**src/rtl/pxs_pkg.sv**
```systemverilog
package pxs_pkg;
  localparam int COLOR_W  = 8;
  localparam int RGB3_W   = 3;
  localparam int FONT_W   = 2;
  localparam int DITHER_W = 4;

  typedef enum logic [1:0] {
    MODE_TXT_HI  = 2'd0,
    MODE_TXT_LO  = 2'd1,
    MODE_GFX_DTH = 2'd2,
    MODE_GFX_DIR = 2'd3
  } pix_mode_e;

  // widen one-bit-per-primary color to 3:3:2
  function automatic logic [COLOR_W-1:0] widen_rgb(input logic [RGB3_W-1:0] c);
    return {{3{c[2]}}, {3{c[1]}}, {2{c[0]}}};
  endfunction

  // fixed 4-dot patterns, leftmost dot in the MSB, 1 = foreground
  function automatic logic [DITHER_W-1:0] dither_bits(input logic [FONT_W-1:0] sel,
                                                      input logic odd);
    logic [DITHER_W-1:0] p;
    case (sel)
      2'd0:    p = 4'b1100;
      2'd1:    p = odd ? 4'b0101 : 4'b1010;
      2'd2:    p = odd ? 4'b0010 : 4'b1000;
      default: p = odd ? 4'b1011 : 4'b1110;
    endcase
    return p;
  endfunction
endpackage

```
**src/rtl/pxs_glyph_stage.sv**
```systemverilog
module pxs_glyph_stage
  import pxs_pkg::*;
#(
  parameter int GLYPH_W = 8
) (
  input  logic               clk,
  input  logic               rst,
  input  logic [1:0]         mode,
  input  logic               glyph_load,
  input  logic [GLYPH_W-1:0] glyph_in,
  input  logic               shift_load,
  input  logic [FONT_W-1:0]  pat_sel,
  input  logic               line_odd,
  output logic               dot_bit
);
  localparam int PAD_W = GLYPH_W - DITHER_W;

  logic [GLYPH_W-1:0] glyph_q;
  logic [GLYPH_W-1:0] shreg_q;
  logic [GLYPH_W-1:0] load_val;

  always_comb begin
    if (mode == MODE_GFX_DTH)
      load_val = {dither_bits(pat_sel, line_odd), {PAD_W{1'b0}}};
    else
      load_val = glyph_q;
  end

  always_ff @(posedge clk) begin
    if (rst) begin
      glyph_q <= '0;
      shreg_q <= '0;
    end else begin
      if (glyph_load)
        glyph_q <= glyph_in;
      if (shift_load)
        shreg_q <= load_val;
      else
        shreg_q <= {shreg_q[GLYPH_W-2:0], 1'b0};
    end
  end

  assign dot_bit = shreg_q[GLYPH_W-1];
endmodule

```
**src/rtl/pxs_color_stage.sv**
```systemverilog
module pxs_color_stage
  import pxs_pkg::*;
(
  input  logic               clk,
  input  logic               rst,
  input  logic               color_load,
  input  logic [COLOR_W-1:0] color_in,
  output logic [COLOR_W-1:0] color_q,
  output logic [FONT_W-1:0]  font_sel
);
  always_ff @(posedge clk) begin
    if (rst)
      color_q <= '0;
    else if (color_load)
      color_q <= color_in;
  end

  assign font_sel = color_q[FONT_W-1:0];
endmodule

```
**src/rtl/pxs_pixel_out.sv**
```systemverilog
module pxs_pixel_out
  import pxs_pkg::*;
(
  input  logic               clk,
  input  logic               rst,
  input  logic [1:0]         mode,
  input  logic               blank,
  input  logic               dot_bit,
  input  logic [COLOR_W-1:0] color_q,
  output logic [COLOR_W-1:0] pix_rgb
);
  logic [RGB3_W-1:0]  fg, bg;
  logic [COLOR_W-1:0] pix_d;

  assign fg = color_q[COLOR_W-1 -: RGB3_W];
  assign bg = color_q[COLOR_W-RGB3_W-1 -: RGB3_W];

  always_comb begin
    if (blank)
      pix_d = '0;
    else if (mode == MODE_GFX_DIR)
      pix_d = color_q;
    else
      pix_d = widen_rgb(dot_bit ? fg : bg);
  end

  always_ff @(posedge clk) begin
    if (rst) pix_rgb <= '0;
    else     pix_rgb <= pix_d;
  end
endmodule

```
**src/rtl/pix_serializer.sv**
```systemverilog
module pix_serializer
  import pxs_pkg::*;
#(
  parameter int GLYPH_W = 8,
  parameter int ROW_W   = 4
) (
  input  logic               clk,
  input  logic               rst,
  input  logic [1:0]         mode,
  input  logic [ROW_W-1:0]   line_idx,
  input  logic               glyph_load,
  input  logic [GLYPH_W-1:0] glyph_in,
  input  logic               color_load,
  input  logic [7:0]         color_in,
  input  logic               blank,
  output logic [7:0]         pix_rgb,
  output logic [1:0]         font_sel,
  output logic [ROW_W-1:0]   font_row
);
  localparam logic [ROW_W-1:0] HI_ROW_MASK = ROW_W'((1 << (ROW_W-1)) - 1);

  logic               dot_bit;
  logic [COLOR_W-1:0] color_q;

  pxs_glyph_stage #(.GLYPH_W(GLYPH_W)) u_glyph (
    .clk(clk), .rst(rst), .mode(mode),
    .glyph_load(glyph_load), .glyph_in(glyph_in),
    .shift_load(color_load), .pat_sel(color_in[FONT_W-1:0]),
    .line_odd(line_idx[0]), .dot_bit(dot_bit)
  );

  pxs_color_stage u_color (
    .clk(clk), .rst(rst), .color_load(color_load), .color_in(color_in),
    .color_q(color_q), .font_sel(font_sel)
  );

  pxs_pixel_out u_pix (
    .clk(clk), .rst(rst), .mode(mode), .blank(blank),
    .dot_bit(dot_bit), .color_q(color_q), .pix_rgb(pix_rgb)
  );

  always_ff @(posedge clk) begin
    if (rst)
      font_row <= '0;
    else if (mode == MODE_TXT_HI)
      font_row <= line_idx & HI_ROW_MASK;
    else
      font_row <= line_idx;
  end
endmodule

```
**config.mk**
```make
export PLATFORM = sky130hd
export DESIGN_NAME = pix_serializer
export DESIGN_NICKNAME = d
export VERILOG_FILES = /design/src/rtl/pxs_pkg.sv /design/src/rtl/pxs_glyph_stage.sv /design/src/rtl/pxs_color_stage.sv /design/src/rtl/pxs_pixel_out.sv /design/src/rtl/pix_serializer.sv
export SDC_FILE = /design/constraint.sdc
export NUM_CORES = 1
export LEC_CHECK = 0
export ABC_AREA = 1
export BUFFER_PORTS_ARGS = -buffer_cell sky130_fd_sc_hd__buf_2
export CAP_MARGIN = 10
export CORE_ASPECT_RATIO = 1.75
export CORE_MARGIN = 1.5
export CORE_UTILIZATION = 54
export CTS_CLUSTER_DIAMETER = 40
export DETAILED_ROUTE_END_ITERATION = 10
export PLACE_DENSITY_LB_ADDON = 0.1
export SETUP_SLACK_MARGIN = 0.5
export SYNTH_ARGS = -nofsm -noshare
export SYNTH_HDL_FRONTEND = slang
export SYNTH_HIERARCHICAL = 1
export SYNTH_SLANG_ARGS = --single-unit
```
**constraint.sdc**
```tcl
create_clock -name clk -period 2.4 [get_ports clk]
set_clock_uncertainty 0.2 [all_clocks]
set_input_delay 0.48 -clock clk [delete_from_list [all_inputs] [get_ports clk]]
set_output_delay 0.48 -clock clk [all_outputs]
set_load 0.05 [all_outputs]
```
Word level (Yosys, flattened, before mapping)
Index checks and enable logic that the tools add are counted.
W data, S select, Z words.
Operators by class
  bitwise gates (word level): 1
  mux-type cells: 8
  eq/ne operators: 4
  reduce and logical (&&, ||, !) cells: 5
Operators by type and width (count)
  $mux W8: 3
  $pmux W4 S3: 1
  $mux W4: 2
  $eq A2 B2 Y1 const B: 3
  $mux W3: 2
  $logic_not A2 Y1: 2
  $reduce_or A2 Y1: 2
  $reduce_or A3 Y1: 1
  $eq A2 B1 Y1 const B: 1
  $not A1 Y1: 1
Storage, ports and cells
  output and inout port bits: 14
  register bits after elaboration: 36
  logic and storage cells: 25

Longest topological paths before layout
  depth after elaboration: 4
  gate-level depth with buffers: 6

Cells and area by module
Netlist, hierarchy kept.
Modules (own cells, without submodules)
  pxs_glyph_stage: area each 630.6 µm², cells an instance 89, instances 1
  pxs_color_stage: area each 356.6 µm², cells an instance 53, instances 1
  pxs_pixel_out: area each 321.6 µm², cells an instance 44, instances 1
  pix_serializer: area each 120.1 µm², cells an instance 14, instances 1

Worst setup path after synthesis
Ideal clock, no wire load.
  path type: reg2out
  start point: register font_row[0]
  end point: output port font_row[0]
  slack: 1.133 ns
  arrival time: 0.587 ns
  cell stages (with the launch flop): 1
  path buffers: 0
  cell sequence: dfxtp_1
RTL lines
  start: declaration: line pix_serializer.sv:18  | output logic [ROW_W-1:0] font_row
  start signal: assignment: line pix_serializer.sv:46  | font_row <= line_idx & HI_ROW_MASK;
  start signal: assignment: line pix_serializer.sv:48  | font_row <= line_idx;
No word-level cell between the ends.

Final worst setup path
  start point: register u_color.color_q[0]
  end point: output port font_sel[0]
RTL lines
  start: declaration: line pxs_color_stage.sv:8  | output logic [COLOR_W-1:0] color_q,
  start signal: assignment: line pxs_color_stage.sv:15  | color_q <= color_in;
  end: declaration: line pix_serializer.sv:17  | output logic [1:0] font_sel,
No word-level cell between the ends.

==> flow_summary.ini <==
[die]
die_x_um = 41.9
initial_core_util_pct = 57.3
core_area_um2 = 2490
fp.dieH_um = 71.0
die-area_um2 = 2980
rows = 24
num_io_pins = 41

[finish]
layout.nets = 268
diodes = 0
fin_util_pct = 68.1
fillCellCount = 210
final_cell_mix = nand2_1, nor2_1, buf_2, dfxtp_1, inv_1
drive_above_1_share_pct = 21.5
areaGrowthSynthToFinish_pct = 18.8
final_common_cell = nand2_1

[route]
vias = 1311
firstDrtPassIters = 4
ant_nets = 0
dr.first_iter.drc_count = 33
wirelength_mm = 3.12
vias_per_cell = 4.89
detail_route.wl_per_cell_um = 11.6
remaining_drc_errors = 0

[sta]
fin_tns_setup_ps = 0
slew_viol_final = 0
setup_ws_ps = 762
fmax_mhz = 610
relSlewSlack_pct = 74.2
worstMarginPinSlew_ps = 386
rsz0062_at_grt = false
report.final.hold_viol_count = 0
fin_crit_ps = 1640
finalSetupViolations = 0
fin_crit_sh_pct = 68.3

[synthesis]
ys_seq_area_share_pct = 50.4
syn_area_um2 = 1430
synthCells = 200
ys_types = 15
syn_nets = 227
ys_ff_latch = 36
avgSynthCellArea_um2 = 7.14
synth_warnings = 6

[power_and_ir_drop]
power.density_nw_per_um2 = 748
sequentialPowerShare_pct = 51.3
switchingPower_uw = 348
p_clk_share_pct = 34.8
p_leak_uw = 0.000892
intPower_uw = 922
p_sw_share_pct = 27.4
vdd_drop_max_mv = 0.467
power_frac_comb_pct = 13.9

[critical_path]
worstPathArrival_ps = 960
reg2reg_to = u_pix/pix_rgb[5]
slowest_stage = dfxtp_1
reg2reg_setup_slack_ps = 1320
r2r_start = u_glyph/shreg_q[7]
cp-startpoint = u_color/color_q[0]
crit_type = reg2out
reg2reg_depth = 4
slowest_delay_ps = 380
crit_fanout = 3
end_kind = primary output
worst-path-buf-inv = 1
worstSetupPathDepth = 1
cp_top_family = flip-flops
crit_end = font_sel[0]
critPathRequiredTime_ps = 1720
start_kind = flop
cp_cell_sequence = buf_2

[clock_network]
cts_resized = 0
clk_pin_slew_ps = 70
clock-sinks = 36
post_cts_buffers = 0
cts.htree.levels = 2
clockRootBuffer = clkbuf_8
hold_buffers = 0
insertion_delay_ps = 290
cts_buffer_depth = 2
cts_tree = done
cts_buffers = 5

[min_path]
hold_class = in2reg

[job]
maxCapViolations = 0

[placement]
gp_congestion = 0.821
dpl_worst_slack_ps = 844
io_buffers = 40
dp_hpwl_mm = 2.32

[grt]
antenna_found_initial = 0
grt_overflow = 0
grt_pass1_vias = 1224
grt_pass1_wl_mm = 4.91
grt_max_degree = 25
grt_usage_pct = 22.4

[run_status]
status = completed
-- worst register-to-register path: stages, from the launching register on --
cell and delay (ps):
dfxtp_1 400, inv_1 100, nand2_1 70, nand3_1 100, a21oi_1 150
-- state kept, by name (all words and copies together), names as in the netlist --
name and count:
u_glyph/glyph_q 8, u_glyph/shreg_q 8, u_pix/pix_rgb 8, u_color/color_q 8, font_row 4
-- logic make-up after synthesis --
family / synth area share (%)
simple gates: 28.3
buf+inv: 11.5
flops: 50.4
compound gates: 9.81
-- cell usage after synthesis --
master    instances  area, um^2
nand2_1          44         165
nor2_1           43         161
dfxtp_1          36         721
inv_1            28         105
a21oi_1          15        75.1
o21ai_0          13        65.1
nand3_1           7        35.0
buf_6             3        33.8
nand2_2           3        18.8
buf_4             2        15.0
nor2_2            2        12.5
buf_2             1        5.00
clkinv_2          1        5.00
nor3_1            1        5.00
or2_1             1        6.26
-- per-stage QoR --
stage / total power (uW) / hold WS, ps / cells / instance area (um^2)
finish: 1270 / 192 / 268 / 1700
global route: 1330 / 192 / 268 / 1700
CTS: 1280 / 186 / 268 / 1700
detailed placement: 840 / 253 / 260 / 1610
global placement: 833 / 240 / 260 / 1610
floorplan: 786 / 219 / 200 / 1430
-- worst min-delay path by stage --
stage                                    end          startpoint  depth (start not counted)
after floorplan           u_glyph/shreg_q[0]  u_glyph/glyph_q[0]                          2
after global placement    u_glyph/shreg_q[1]  u_glyph/shreg_q[0]                          2
after detailed placement  u_glyph/shreg_q[0]  u_glyph/glyph_q[0]                          2
after CTS                        font_row[2]         line_idx[2]                          3
after global routing             font_row[1]         line_idx[1]                          3
final                            font_row[2]         line_idx[2]                          3
-- per-layer routing --
layer  up-vias  share of wire [%]  track usage, %
met1       565                 36            19.3
met4         0                4.4            16.8
li1        687                  -               -
met5         -                  0               0
met2        47                 54            41.1
met3        12                5.7            6.89
-- area by class of cell --
type | instances | area (um^2) | area share [%]
multi-input cells | 129 | 544 | 32.1
clock buffers | 8 | 90.1 | 5.31
repair buffers | 40 | 200 | 11.8
inverters | 29 | 110 | 6.48
flip-flops and latches | 36 | 721 | 42.4
well taps | 26 | 32.5 | 1.92
-- power groups by stage --
| stage | clock, uW | combinational [uW] | sequential [uW] |
|---|---|---|---|
| final | 443 | 176 | 651 |
| after global routing | 478 | 195 | 655 |
| after CTS | 451 | 176 | 652 |
| after detailed placement | 0 | 175 | 665 |
| after global placement | 0 | 169 | 664 |
| after floorplan | 0 | 93.2 | 693 |
Note: power is estimated with default switching activity, not from simulation.
